[src/rtl/tdw_pkg.sv]
package tdw_pkg;
  localparam int SAMP_LSB = 0;
  localparam int SAMP_CW  = 4;
  localparam int OUT_LSB  = 12;
  localparam int IN_LSB   = 17;
  localparam int MDC_CW   = 5;
  localparam int WID_LSB  = 28;
  localparam int WID_CW   = 4;

  typedef struct packed {
    logic [SAMP_CW-1:0] samp;
    logic [MDC_CW-1:0]  mdc_out;
    logic [MDC_CW-1:0]  mdc_in;
    logic [WID_CW-1:0]  wid;
  } tdw_cfg_t;

  function automatic tdw_cfg_t tdw_decode(input logic [31:0] w);
    tdw_cfg_t c;
    c.samp    = w[SAMP_LSB +: SAMP_CW];
    c.mdc_out = w[OUT_LSB  +: MDC_CW];
    c.mdc_in  = w[IN_LSB   +: MDC_CW];
    c.wid     = w[WID_LSB  +: WID_CW];
    return c;
  endfunction
endpackage

[src/rtl/tdw_delay.sv]
module tdw_delay #(
  parameter int CNT_W = 8
) (
  input  logic             clk_i,
  input  logic             rst_ni,
  input  logic             start_i,
  input  logic [CNT_W-1:0] dly_i,
  output logic             fire_o,
  output logic             pulse_o,
  output logic             busy_o
);
  logic [CNT_W-1:0] cnt_q;
  logic             act_q;

  // fire is the edge at which the registered pulse rises
  assign fire_o = (start_i && dly_i == '0) || (act_q && cnt_q == CNT_W'(1));
  assign busy_o = act_q;

  always_ff @(posedge clk_i or negedge rst_ni) begin
    if (!rst_ni) begin
      cnt_q   <= '0;
      act_q   <= 1'b0;
      pulse_o <= 1'b0;
    end else begin
      pulse_o <= fire_o;
      if (start_i && dly_i != '0) begin
        act_q <= 1'b1;
        cnt_q <= dly_i;
      end else if (act_q) begin
        cnt_q <= cnt_q - CNT_W'(1);
        if (cnt_q == CNT_W'(1)) act_q <= 1'b0;
      end
    end
  end

  p_start_idle_r8: assert property (@(posedge clk_i) disable iff (!rst_ni)
    start_i |-> !act_q);
  p_cnt_live_r2: assert property (@(posedge clk_i) disable iff (!rst_ni)
    act_q |-> (cnt_q != '0));
endmodule

[src/rtl/tdw_stretch.sv]
module tdw_stretch #(
  parameter int CNT_W = 6
) (
  input  logic             clk_i,
  input  logic             rst_ni,
  input  logic             start_i,
  input  logic [CNT_W-1:0] len_i,
  output logic             out_o
);
  logic [CNT_W-1:0] cnt_q;

  always_ff @(posedge clk_i or negedge rst_ni) begin
    if (!rst_ni) begin
      cnt_q <= '0;
      out_o <= 1'b0;
    end else if (start_i) begin
      out_o <= 1'b1;
      cnt_q <= len_i - CNT_W'(1);
    end else if (out_o) begin
      if (cnt_q == '0) out_o <= 1'b0;
      else             cnt_q <= cnt_q - CNT_W'(1);
    end
  end

  p_width_min_r6: assert property (@(posedge clk_i) disable iff (!rst_ni)
    $rose(out_o) |=> out_o);
  p_no_restart_r8: assert property (@(posedge clk_i) disable iff (!rst_ni)
    start_i |-> !out_o);
endmodule

[src/rtl/tdw_gen.sv]
module tdw_gen
  import tdw_pkg::*;
#(
  parameter int SAMP_BASE = 6,
  parameter int MDC_STEP  = 4,
  parameter int WID_BASE  = 21,
  parameter int WID_KNEE  = 7,
  parameter int NSECT     = 6,
  parameter int SECT_W    = 4
) (
  input  logic                    clk_i,
  input  logic                    rst_ni,
  input  logic                    cfg_we_i,
  input  logic [31:0]             cfg_wdata_i,
  input  logic                    trig_i,
  input  logic [NSECT*SECT_W-1:0] mult_i,
  output logic                    samp_stb_o,
  output logic [NSECT*SECT_W-1:0] mult_o,
  output logic                    mult_vld_o,
  output logic                    mdc_in_o,
  output logic                    mdc_out_o,
  output logic                    lvl1_o
);
  localparam int MULT_W = NSECT * SECT_W;
  localparam int SD_W   = $clog2(SAMP_BASE + (1 << SAMP_CW)) + 1;
  localparam int MD_W   = $clog2(MDC_STEP * (1 << MDC_CW)) + 1;
  localparam int WD_W   = $clog2(WID_BASE + (1 << WID_CW)) + 1;

  logic [31:0] cfg_q;
  logic        trig_q;
  logic        rise;
  logic        busy;
  logic        samp_fire, samp_busy;
  logic [1:0]  mdc_pulse, mdc_busy, mdc_fire;
  tdw_cfg_t    cfg;
  logic [MD_W-1:0] mdc_dly [2];
  logic [WD_W-1:0] wid_len;

  assign cfg  = tdw_decode(cfg_q);
  assign busy = samp_busy | (|mdc_busy) | lvl1_o;
  assign rise = trig_i & ~trig_q & ~busy;

  always_ff @(posedge clk_i or negedge rst_ni) begin
    if (!rst_ni) begin
      cfg_q  <= '0;
      trig_q <= 1'b0;
    end else begin
      trig_q <= trig_i;
      if (cfg_we_i) cfg_q <= cfg_wdata_i;
    end
  end

  tdw_delay #(.CNT_W(SD_W)) u_samp (
    .clk_i   (clk_i),
    .rst_ni  (rst_ni),
    .start_i (rise),
    .dly_i   (SD_W'(SAMP_BASE) + SD_W'(cfg.samp)),
    .fire_o  (samp_fire),
    .pulse_o (samp_stb_o),
    .busy_o  (samp_busy)
  );

  assign mdc_dly[0] = MD_W'(MDC_STEP) * MD_W'(cfg.mdc_in);
  assign mdc_dly[1] = MD_W'(MDC_STEP) * MD_W'(cfg.mdc_out);

  for (genvar g = 0; g < 2; g++) begin : g_mdc
    tdw_delay #(.CNT_W(MD_W)) u_dly (
      .clk_i   (clk_i),
      .rst_ni  (rst_ni),
      .start_i (rise),
      .dly_i   (mdc_dly[g]),
      .fire_o  (mdc_fire[g]),
      .pulse_o (mdc_pulse[g]),
      .busy_o  (mdc_busy[g])
    );
  end
  assign mdc_in_o  = mdc_pulse[0];
  assign mdc_out_o = mdc_pulse[1];

  // piecewise width: fixed base below the knee, plain code above
  assign wid_len = (int'(cfg.wid) < WID_KNEE) ? WD_W'(WID_BASE) + WD_W'(cfg.wid)
                                              : WD_W'(cfg.wid);

  tdw_stretch #(.CNT_W(WD_W)) u_wid (
    .clk_i   (clk_i),
    .rst_ni  (rst_ni),
    .start_i (rise),
    .len_i   (wid_len),
    .out_o   (lvl1_o)
  );

  always_ff @(posedge clk_i or negedge rst_ni) begin
    if (!rst_ni) begin
      mult_o     <= '0;
      mult_vld_o <= 1'b0;
    end else begin
      mult_vld_o <= samp_fire;
      if (samp_fire) mult_o <= mult_i;
    end
  end

  p_cfg_write_r1: assert property (@(posedge clk_i) disable iff (!rst_ni)
    cfg_we_i |=> cfg_q == $past(cfg_wdata_i));
  p_vld_stb_r3: assert property (@(posedge clk_i) disable iff (!rst_ni)
    mult_vld_o == samp_stb_o);
  p_mult_hold_r3: assert property (@(posedge clk_i) disable iff (!rst_ni)
    !mult_vld_o |-> $stable(mult_o));
  p_lvl1_on_trig_r6: assert property (@(posedge clk_i) disable iff (!rst_ni)
    rise |=> lvl1_o);
  p_mdc_zero_r4: assert property (@(posedge clk_i) disable iff (!rst_ni)
    (rise && cfg.mdc_out == '0) |=> mdc_out_o);
endmodule

[config.mk]
export PLATFORM = sky130hd
export DESIGN_NAME = tdw_gen
export DESIGN_NICKNAME = d
export VERILOG_FILES = /design/src/rtl/tdw_pkg.sv /design/src/rtl/tdw_delay.sv /design/src/rtl/tdw_stretch.sv /design/src/rtl/tdw_gen.sv
export SDC_FILE = /design/constraint.sdc
export NUM_CORES = 1
export LEC_CHECK = 0
export ABC_AREA = 1
export BUFFER_PORTS_ARGS = -buffer_cell sky130_fd_sc_hd__buf_4
export CAP_MARGIN = 20
export CORE_MARGIN = 2
export CORE_UTILIZATION = 45
export CTS_CLUSTER_DIAMETER = 50
export CTS_CLUSTER_SIZE = 10
export DETAILED_ROUTE_END_ITERATION = 12
export PLACE_DENSITY = 0.76
export SLEW_MARGIN = 0
export SYNTH_ARGS = -nofsm -noshare
export SYNTH_HDL_FRONTEND = slang
export SYNTH_SLANG_ARGS = --single-unit
export TNS_END_PERCENT = 20
[constraint.sdc]
create_clock -name clk_i -period 2.65 [get_ports clk_i]
set_clock_uncertainty 0.2 [all_clocks]
set_input_delay 0.53 -clock clk_i [delete_from_list [all_inputs] [get_ports clk_i]]
set_output_delay 0.53 -clock clk_i [all_outputs]
set_load 0.05 [all_outputs]
[After elaboration in Yosys (flattened, before gate mapping)]
Cells that the tools add are included.
Widths: inputs -> output; s select.
Operators by class
  reductions and logical operators: 25
  equal/unequal tests: 4
  order comparisons: 1
  multiplexer cells: 22
  shifts and indexed selects: 0
  $mul: 0
  add/subtract/negate cells: 7
  bitwise gates (word level): 6
  divide/modulo/power cells: 0
Operators by type and width (number)
  $mux 8: 4
  $mux 7: 3
  $mux 6: 3
  $eq 8x1->1 const B: 2
  $logic_not 8->1: 2
  $reduce_bool 8->1: 2
  $sub 8x1->8 const B: 2
  $mux 1: 12
  $logic_and 1x1->1: 9
  $reduce_bool 2->1: 4
  $logic_not 7->1: 1
  $sub 6x1->7 const B: 1
  $sub 7x1->7 const B: 1
  $add 5x4->6 const A: 1
  $eq 6x1->1 const B: 1
  $logic_not 6->1: 1
  $reduce_bool 6->1: 1
  $sub 6x1->6 const B: 1
  $add 3x4->5 const A: 1
  $lt 4x3->1 const B: 1
  $logic_or 1x1->1: 3
  $and 1x1->1: 2
  $ne 2x2->1 const B: 1
  $not 1->1: 2
  3 further kinds: 4
Word-level totals
  memories kept: 0
  bits in registers: 93
  output and inout port bits: 29
  latch bits: 0
  bits of input ports: 60
  memory bits (writable): 0
  memory bits (read-only): 0
  word-level logic and storage cells: 79

[Longest topological paths before layout]
Gate-level depths: netlist (run 1).
  word-level depth: 7
  depth in mapped cells: 13
  gate-level depth less buffers: 13

[Cells and area by module]
From an unflattened synthesis (run 1), not the netlist that was laid out.
Second synthesis, totals
  cell total of the unflattened synthesis: 553
  area total of the unflattened synthesis: 4371.7 µm²
By module, submodules not included
  tdw_gen: area each 1850.5 µm², cells an instance 210, times used 1
  tdw_delay (g_mdc[0].u_dly ...): area each 676.9 µm², cells an instance 90, times used 2
  tdw_stretch: area each 669.4 µm², cells an instance 99, times used 1
  tdw_delay (u_samp): area each 498.0 µm², cells an instance 64, times used 1

[Least setup slack after synthesis (run 1)]
Ideal clock, no wire load.
  path kind: register to register
  from: register u_wid.out_o
  to: register u_wid.cnt_q[2]
  arrival: 1.879 ns
  setup slack: 0.489 ns
  stages on the path, launching flop included: 9
  buffers on the path: 1
  path through: dfrtp_1 > nor2_2 > nand2_2 > nor2_4 > buf_4 > a21oi_1 > ha_1 > or2_2 > a31oi_1
Between the ends
  word-level cells in the longest chain between the ends: 5
Ends and longest elaborated chain
  start: declaration: RTL line tdw_stretch.sv:8  | output logic out_o
  start signal: assignment: RTL line tdw_stretch.sv:15  | out_o <= 1'b0;
  start signal: assignment: RTL line tdw_stretch.sv:17  | out_o <= 1'b1;
  start signal: assignment: RTL line tdw_stretch.sv:20  | if (cnt_q == '0) out_o <= 1'b0;
  $or 1x1->1: RTL line tdw_gen.sv:40  | assign busy = samp_busy | (|mdc_busy) | lvl1_o;
  $not 1->1: RTL line tdw_gen.sv:41  | assign rise = trig_i & ~trig_q & ~busy;
  $and 1x1->1: RTL line tdw_gen.sv:41
  $ne 2x2->1 (no source line) / $reduce_bool 2->1 (equally long branches)
  $reduce_and 2->1 (no source line)
  end signal: assignment: RTL line tdw_stretch.sv:18  | cnt_q <= len_i - CNT_W'(1);
  end signal: assignment: RTL line tdw_stretch.sv:21  | else cnt_q <= cnt_q - CNT_W'(1);
  end: declaration: RTL line tdw_stretch.sv:10  | logic [CNT_W-1:0] cnt_q;
Parallel ways exist; a longest one is shown, timed or not.
A chain may end at the register's enable or synchronous reset.

[Final worst setup path (run 1)]
  from: register g_mdc[1].u_dly.act_q
  to: register u_wid.cnt_q[6]
Between the ends
  word-level cells in the longest chain between the ends: 7
Ends and longest elaborated chain
  start: declaration: RTL line tdw_delay.sv:13  | logic act_q;
  start signal: assignment: RTL line tdw_delay.sv:22  | act_q <= 1'b0;
  start signal: assignment: RTL line tdw_delay.sv:27  | act_q <= 1'b1;
  start signal: assignment: RTL line tdw_delay.sv:31  | if (cnt_q == CNT_W'(1)) act_q <= 1'b0;
  $reduce_or 2->1 (*): RTL line tdw_gen.sv:40
  $or 1x1->1 (*) (2 in a row): RTL line tdw_gen.sv:40
  $not 1->1 (*): RTL line tdw_gen.sv:41
  $and 1x1->1 (*): RTL line tdw_gen.sv:41
  $ne 2x2->1 (no source line) / $reduce_bool 2->1 (equally long branches)
  $reduce_and 2->1 (no source line)
Mark *: on every way between the ends. The rest lies on a longest branch, timed or not.

==> key figures, run 1 <==
Status
  – Status: finished, final reports clean

GRT
  – First-pass GRT wire length: 13300 microns
  – Vias in the first global route: 2996
  – Pin count of the biggest net entering global routing: 57
  – GRT Util Overall: 17.0%
  – Total gr overflow: 0
  – Antenna violations before repair: 0

Timing
  – Achievable Freq: 0.439 GHz
  – Rel. slew slack: 54.7%
  – Final WS setup: 370 ps
  – Fin crit share: 86.1%
  – Worst slew pin tran: 679 ps
  – Setup tns final: 0 ps
  – Final setup viols: 0
  – Max Slew Vio Count: 0
  – RSZ-0062 raised after global routing: false
  – Endpoints failing hold: 0
  – Fin crit period: 2280 ps

Power
  – Comb power frac: 10.9%
  – Sw Pwr: 0.000627 W
  – Net Sw Frac: 23.9%
  – Clk pwr share: 40.4%
  – Sequential share of power: 48.7%
  – Static Leak: 2.39 nW
  – Power density over the cells: 544 nW/um^2
  – VDD IR max: 316 uV
  – Internal power: 0.00199 W

Placed design
  – Placed insts: 600
  – Pre-CTS WS: 400 ps
  – I/O Buffers: 74
  – Placer Congestion: 0.906
  – Dpl hpwl: 5770 microns

Synthesis
  – EDFF count, synth: 0
  – Synth warn: 0
  – Synth async-reset ratio: 100%
  – Synth top area share: 50.2%
  – Yosys top cell by area: dfrtp_1
  – Mapped Cells: 425
  – Synth Flop Type: dfrtp_1
  – Synth Net Count: 494
  – Avg Inst Size Synth: 9.26 sq um
  – Post-synthesis sequential area ratio: 50.2%
  – Synth cell types: 36
  – Top cells by area, synth: dfrtp_1 50%, nand2_1 9.4%, mux2_4 7.2%
  – Synthesized cell area: 3940 sq um
  – Flop and latch count out of synthesis: 79

Clocking
  – Root Driver: clkbuf_8
  – CTS sink count: 79
  – Clk slew on worst S/H paths: 80 ps
  – Resized cells post-CTS: 0
  – CTS tree: yes
  – Setup Buffers After CTS: 0
  – Hold-fix buffers at CTS: 0
  – Clock insertion delay at the later pin of the skew report: 340 ps
  – Clock Path Buffers: 2
  – TritonCTS buffer count: 9
  – H-tree levels: 3

Setup path
  – CP Class: register to register
  – Critical path's top delay family: simple AND/OR/NAND/NOR gates
  – CP peak stage delay: 500 ps
  – Flop-to-flop setup slack: 370 ps
  – Worst-path cell chain: nor2_4 -> nand2_2 -> nor2_4 -> nor2_1 -> a21oi_1 -> ha_1 -> nand2_1 -> nor2_2 -> nand4_1 -> nand2_1 -> inv_1
  – CP bufs+invs: 1
  – Crit. End Element: register
  – Critical Path Fanout Max: 11
  – Startpoint Class: register
  – Crit-path slowest cell: dfrtp_1
  – CP required: 2690 ps
  – Worst Path Arrival: 2320 ps

Route
  – Final antenna-violating net count: 0
  – Vias: 3091
  – Routed wire length: 7810 microns
  – Post-DR wirelength/cell: 12.7 microns
  – Initial DRC count: 129
  – Post-DR vias/cell: 5.02
  – Detailed Routing Iterations Pass 1: 4
  – DRC violations left: 0

Die
  – Num rows: 34
  – Die height: 97.5 microns
  – Initial Utilization: 45.8%
  – Top Ports: 89
  – CORE AREA: 8590 sq um
  – Die Area: 9510 sq um
  – DIE WIDTH: 97.5 microns

Final layout
  – # nets final: 572
  – Filler cell count: 761
  – Most common cell after layout, fill and taps aside: nand2_1
  – Layout cells sized above 1: 26.6%
  – Fin cells: 616
  – Reg area: 1980 sq um
  – Antenna diodes: 0
  – Post-layout utilization of the core: 56.1%
  – Area of the multi-input gates: 1670 sq um
  – Commonest cells after routing, fill and taps aside: 99 x nand2_1, 79 x dfrtp_1, 77 x buf_4, 54 x inv_1, 45 x o21ai_0
  – P&R area growth vs syn: 22.5%

Run
  – Number of max-cap violations: 0

Hold path
  – Hold Path Class: input pin to async pin
[layer usage]
layer  part of all wire [%]  GRT usage [%]  vias up
li1                       -              -     1544
met1                     46           22.9     1450
met2                     46           27.3       89
met3                    6.7           4.03        8
met4                    1.2           5.45        0
met5                      0              0        -
[metrics by stage]
stage	total power, W	instance area, sq um	hold slack [ps]
after global placement	0.00158	4580	256
after detailed placement	0.00159	4580	265
final	0.00262	4820	16.8
after global routing	0.00274	4820	69.6
after floorplan	0.00145	3940	34.4
after CTS	0.00265	4820	39.7
[final timing paths]
kind,start,to,cells past startpoint
hold reg to reg,g_mdc[1].u_dly.cnt_q[5],g_mdc[1].u_dly.cnt_q[5],2
min in group clk_i,trig_i,trig_q,1
hold / removal,rst_ni,mult_o[12],1
setup / recovery,g_mdc[1].u_dly.busy_o,u_wid.cnt_q[6],11
setup reg to reg,g_mdc[1].u_dly.busy_o,u_wid.cnt_q[6],11
max in group asynchronous,rst_ni,g_mdc[0].u_dly.cnt_q[5],2
[cells in the mapped netlist, types with 2 or more instances]
| cell | instances |
|---|---|
| nor2_2 | 3 |
| inv_1 | 54 |
| nor2_4 | 2 |
| nand2_2 | 4 |
| buf_4 | 2 |
| mux2_2 | 8 |
| clkbuf_1 | 5 |
| mux2_4 | 19 |
| nand2_1 | 99 |
| buf_12 | 2 |
| nor4_1 | 2 |
| dfrtp_1 | 79 |
| ha_1 | 9 |
| nor3_1 | 10 |
| nand3_1 | 26 |
| nor2_1 | 20 |
| nand4_1 | 4 |
| xor2_1 | 3 |
| o21ai_0 | 45 |
| o21a_1 | 2 |
| or2_2 | 2 |
| o21ai_1 | 3 |
| a21oi_1 | 6 |
| o22ai_1 | 4 |
[registers in the layout, indices dropped and copies added, names as in the netlist, 2 cells and up]
name	flops
cfg_q	18
u_samp.cnt_q	6
u_wid.cnt_q	7
mult_o	24
g_mdc.u_dly.busy_o	2
g_mdc.u_dly.pulse_o	2
g_mdc.u_dly.cnt_q	16
[layout make-up]
cell class	count	area share [%]
Timing Repair Buffer	78	12.4
Clock buffer	9	2.57
Multi-Input combinational cell	281	34.5
Sequential cell	79	41.0
Clock inverter	7	2.47
Tap cell	108	2.80
Inverter	54	4.20
[cells by family (layout without fill, tap and decap cells)]
group,count (synthesis),count (layout),synth area share (%)
compound gates,68,68,9.70
simple gates,173,173,19.3
xor+xnor,4,4,0.890
mux,27,27,9.54
flops,79,79,50.2
fa+ha+maj,9,9,2.86
buf+inv,65,148,7.44
[power groups by stage]
stage | combinational, W | clock (W) | sequential, W
finish | 0.000285 | 0.00106 | 0.00128
global route | 0.000313 | 0.00115 | 0.00128
CTS | 0.000290 | 0.00109 | 0.00128
detailed placement | 0.000288 | 0 | 0.00130
global placement | 0.000282 | 0 | 0.00130
floorplan | 0.0000927 | 0 | 0.00136
Note: power is estimated with default switching activity, not from simulation.
==> run 2, diff against run 1 <==
Settings changed: ABC_AREA 1 to default, ABC_CLOCK_PERIOD_IN_PS from default to 2650, PLACE_DENSITY 0.76 to 0.77, SKIP_CTS_REPAIR_TIMING from default to 1.
==> run 2 against run 1 <==
- critical endpoint unchanged
- final area fell by 2.1%
- first-iteration DRC count rose by 20%
- utilization rose by 2.2 points
- sequential share of layout area rose by 0.88 points
- synthesized area fell by 5.6%
- total power rose by 2.4%
- wire length fell by 5.9%
==> key figures, run 2 <==
Clocking
  – CTS tree: yes
  – Clk slew on worst S/H paths: 80 ps (about the same)
  – TritonCTS buffer count: 9 (unchanged)
  – H-tree levels: 3 (unchanged)
  – Clock Path Buffers: 2 (unchanged)
  – CTS sink count: 79 (unchanged)
  – Clock insertion delay at the later pin of the skew report: 360 ps (+20 ps)
  – Root Driver: clkbuf_8

Power
  – Comb power frac: 10.9% (about the same)
  – VDD IR max: 250 uV (-21%)
  – Clk pwr share: 41.2% (+0.8 points)
  – Sw Pwr: 0.000641 W (+2.2%)
  – Net Sw Frac: 23.9% (-0.049 points)
  – Internal power: 0.00204 W (+2.5%)
  – Sequential share of power: 47.9% (-0.8 points)
  – Static Leak: 2.16 nW (-9.6%)
  – Power density over the cells: 569 nW/um^2 (+4.6%)
  – Tot Pwr: 0.00268 W (+2.4%)

Final layout
  – Layout cells sized above 1: 36.5% (+9.9 points)
  – Biggest regs: mult_o x24, cfg_q x18, g_mdc.u_dly.cnt_q x16
  – Commonest cells after routing, fill and taps aside: 83 x buf_4, 79 x dfrtp_1, 41 x mux2_2, 24 x nor2_1
  – Antenna diodes: 0 (unchanged)
  – Most common cell after layout, fill and taps aside: buf_4
  – P&R area growth vs syn: 27.0%
  – # nets final: 481 (-16%)
  – Filler cell count: 662 (-13%)
  – Max FFs per register: 24 (unchanged)
  – Most flops, register: mult_o

Synthesis
  – EDFF count, synth: 0 (unchanged)
  – Synth Flop Type: dfrtp_1
  – Mapped Cells: 326 (-23%)
  – Top cells by area, synth: dfrtp_1 53%, mux2_2 12%, o21ai_0 3.1%
  – Synth cell types: 44 (+22%)
  – Synth warn: 0 (unchanged)
  – Synth cell count leaders: 79 x dfrtp_1, 41 x mux2_2, 24 x nand2_1, 24 x nor2_1, 23 x o21ai_0
  – Post-synthesis mux area share: 14.0% (+4.5 points)
  – Synth Net Count: 395 (-20%)
  – Avg Inst Size Synth: 11.4 sq um (+23%)
  – Synthesized cell area: 3710 sq um (-5.6%)
  – Post-synthesis sequential area ratio: 53.2% (+3.0 points)
  – Synth async-reset ratio: 100% (unchanged)
  – Flop and latch count out of synthesis: 79 (unchanged)
  – Most numerous cell in the Yosys netlist: dfrtp_1
  – Post-Synth XOR/XNOR Area: 3.54% (+2.6 points)
  – Yosys top cell by area: dfrtp_1
  – Post-synthesis simple-gate area fraction: 11.8% (-7.5 points)
  – Adder-cell share of the synthesized area: 3.03% (+0.17 points)
  – Combinational family with the most area after synthesis: multiplexers
  – Synth top area share: 53.2% (+3.0 points)
  – Area fraction in compound gates after synthesis: 11.0% (+1.3 points)

Placed design
  – Pre-CTS WS: 142 ps (-258 ps)
  – Dpl hpwl: 5290 microns (-8.2%)
  – I/O Buffers: 74 (unchanged)
  – Placer Congestion: 0.834 (-7.9%)

Setup path
  – Crit. End Element: register
  – CP Class: register to register
  – Worst-path cell chain: ha_1 -> a21oi_2 -> mux2i_1 -> nor2_1 -> a21oi_1 -> ha_2 -> nand2_1 -> or4_1 -> a21oi_1
  – CP bufs+invs: 0 (-1)
  – Crit-path slowest cell: or4_1
  – Most frequent cell on the critical path: a21oi_1
  – CP peak stage delay: 420 ps (-80 ps)
  – Startpoint Class: register
  – CP required: 2730 ps (+40 ps)
  – Critical path's top delay family: simple AND/OR/NAND/NOR gates
  – Critical Path Fanout Max: 6 (-5)
  – Worst Path Arrival: 2530 ps (+210 ps)

Route
  – Max Used Layer: met4
  – Routed wire length: 7350 microns (-5.9%)
  – Post-DR wirelength/cell: 14.1 microns (+11%)
  – Vias: 2771 (-10%)
  – Initial DRC count: 155 (+20%)
  – Post-DR vias/cell: 5.31 (+5.8%)
  – Metal2 WL: 3370 microns (-5.9%)
  – Detailed Routing Iterations Pass 1: 4 (unchanged)
  – WL met3: 497 microns (-5.2%)
  – DRC violations left: 0 (unchanged)
  – Final antenna-violating net count: 0 (unchanged)
  – DRT met1 WL: 3320 microns (-7.9%)

Die
  – Initial Utilization: 45.9% (+0.11 points)
  – Num rows: 33 (-2.9%)
  – Die Area: 9000 sq um (-5.4%)
  – DIE WIDTH: 94.9 microns (-2.7%)
  – CORE AREA: 8090 sq um (-5.8%)
  – Top Ports: 89 (unchanged)
  – Die height: 94.9 microns (-2.7%)

GRT
  – GRT Util Overall: 17.5% (+0.52 points)
  – Total gr overflow: 0 (unchanged)
  – Vias in the first global route: 2705 (-9.7%)
  – Pin count of the biggest net entering global routing: 44 (-23%)
  – First-pass GRT wire length: 12200 microns (-7.6%)
  – Antenna violations before repair: 0 (unchanged)

Run
  – Number of max-cap violations: 0 (unchanged)

Timing
  – Max Slew Vio Count: 0 (unchanged)
  – Fin crit share: 92.5% (+6.4 points)
  – Final WS setup: 200 ps (-170 ps)
  – Fin crit period: 2450 ps (+170 ps)
  – Achievable Freq: 0.408 GHz (-6.9%)
  – Worst slew pin tran: 497 ps (-182 ps)
  – Endpoints failing hold: 0 (unchanged)
  – Final setup viols: 0 (unchanged)
  – Rel. slew slack: 66.7% (+12 points)

Status
  – Status: finished, final reports clean

Hold path
  – Hold Path Class: input pin to register
-- run 2: power groups by stage --
| stage | logic [W] | clock network (W) | registers, W |
|---|---|---|---|
| final | 0.000293 | 0.00110 | 0.00129 |
| after global routing | 0.000321 | 0.00119 | 0.00129 |
| after CTS | 0.000295 | 0.00113 | 0.00129 |
| after detailed placement | 0.000294 | 0 | 0.00131 |
| after global placement | 0.000289 | 0 | 0.00131 |
| after floorplan | 0.0000924 | 0 | 0.00137 |
-- run 2: per-stage QoR --
stage / setup TNS [ps] / std cells / util (%) / instance area (sq um) / hold WS, ps
2_1_floorplan: 0 / 326 / - / 3710 / 34.4
3_3_place_gp: 0 / 505 / 54.9 / 4450 / 264
6_report: 0 / 522 / 58.3 / 4720 / 102
4_1_cts: 0 / 521 / 58.1 / 4700 / -59.5
5_1_grt: -21.2 / 522 / 58.3 / 4720 / 85.5
3_5_place_dp: 0 / 505 / 54.9 / 4450 / 270
-- run 2: cell families after synthesis --
logic type | after synthesis
buf+inv | 27
xor+xnor | 15
compound gates | 62
fa+ha+maj | 9
simple gates | 87
flops | 79
mux | 47
-- run 2: routing by layer --
layer	up-vias	track usage, %
li1	1337	-
met1	1324	22.1
met2	95	28.4
met3	15	3.83
met4	0	8.82
met5	-	0
-- run 2: cell type report --
class	count	area, sq um	share of cell area, %
clock buffers	10	138	2.92
well taps	105	131	2.78
inverters	16	60.1	1.27
flip-flops and latches	79	1980	41.9
repair buffers	86	673	14.3
clock inverters	6	116	2.47
multi-input cells	220	1620	34.4
-- run 2: final timing paths --
check / from / slack [ps] / cells past startpoint / to
setup / recovery: cfg_q[28] / 200 / 9 / u_wid.cnt_q[6]
hold / removal: trig_i / 100 / 1 / trig_q
setup reg to reg: cfg_q[28] / 200 / 9 / u_wid.cnt_q[6]
hold reg to reg: u_samp.cnt_q[5] / 280 / 1 / u_samp.cnt_q[5]
max in group asynchronous: rst_ni / 1180 / 3 / g_mdc[1].u_dly.cnt_q[7]
min in group asynchronous: rst_ni / 470 / 2 / mult_o[23]
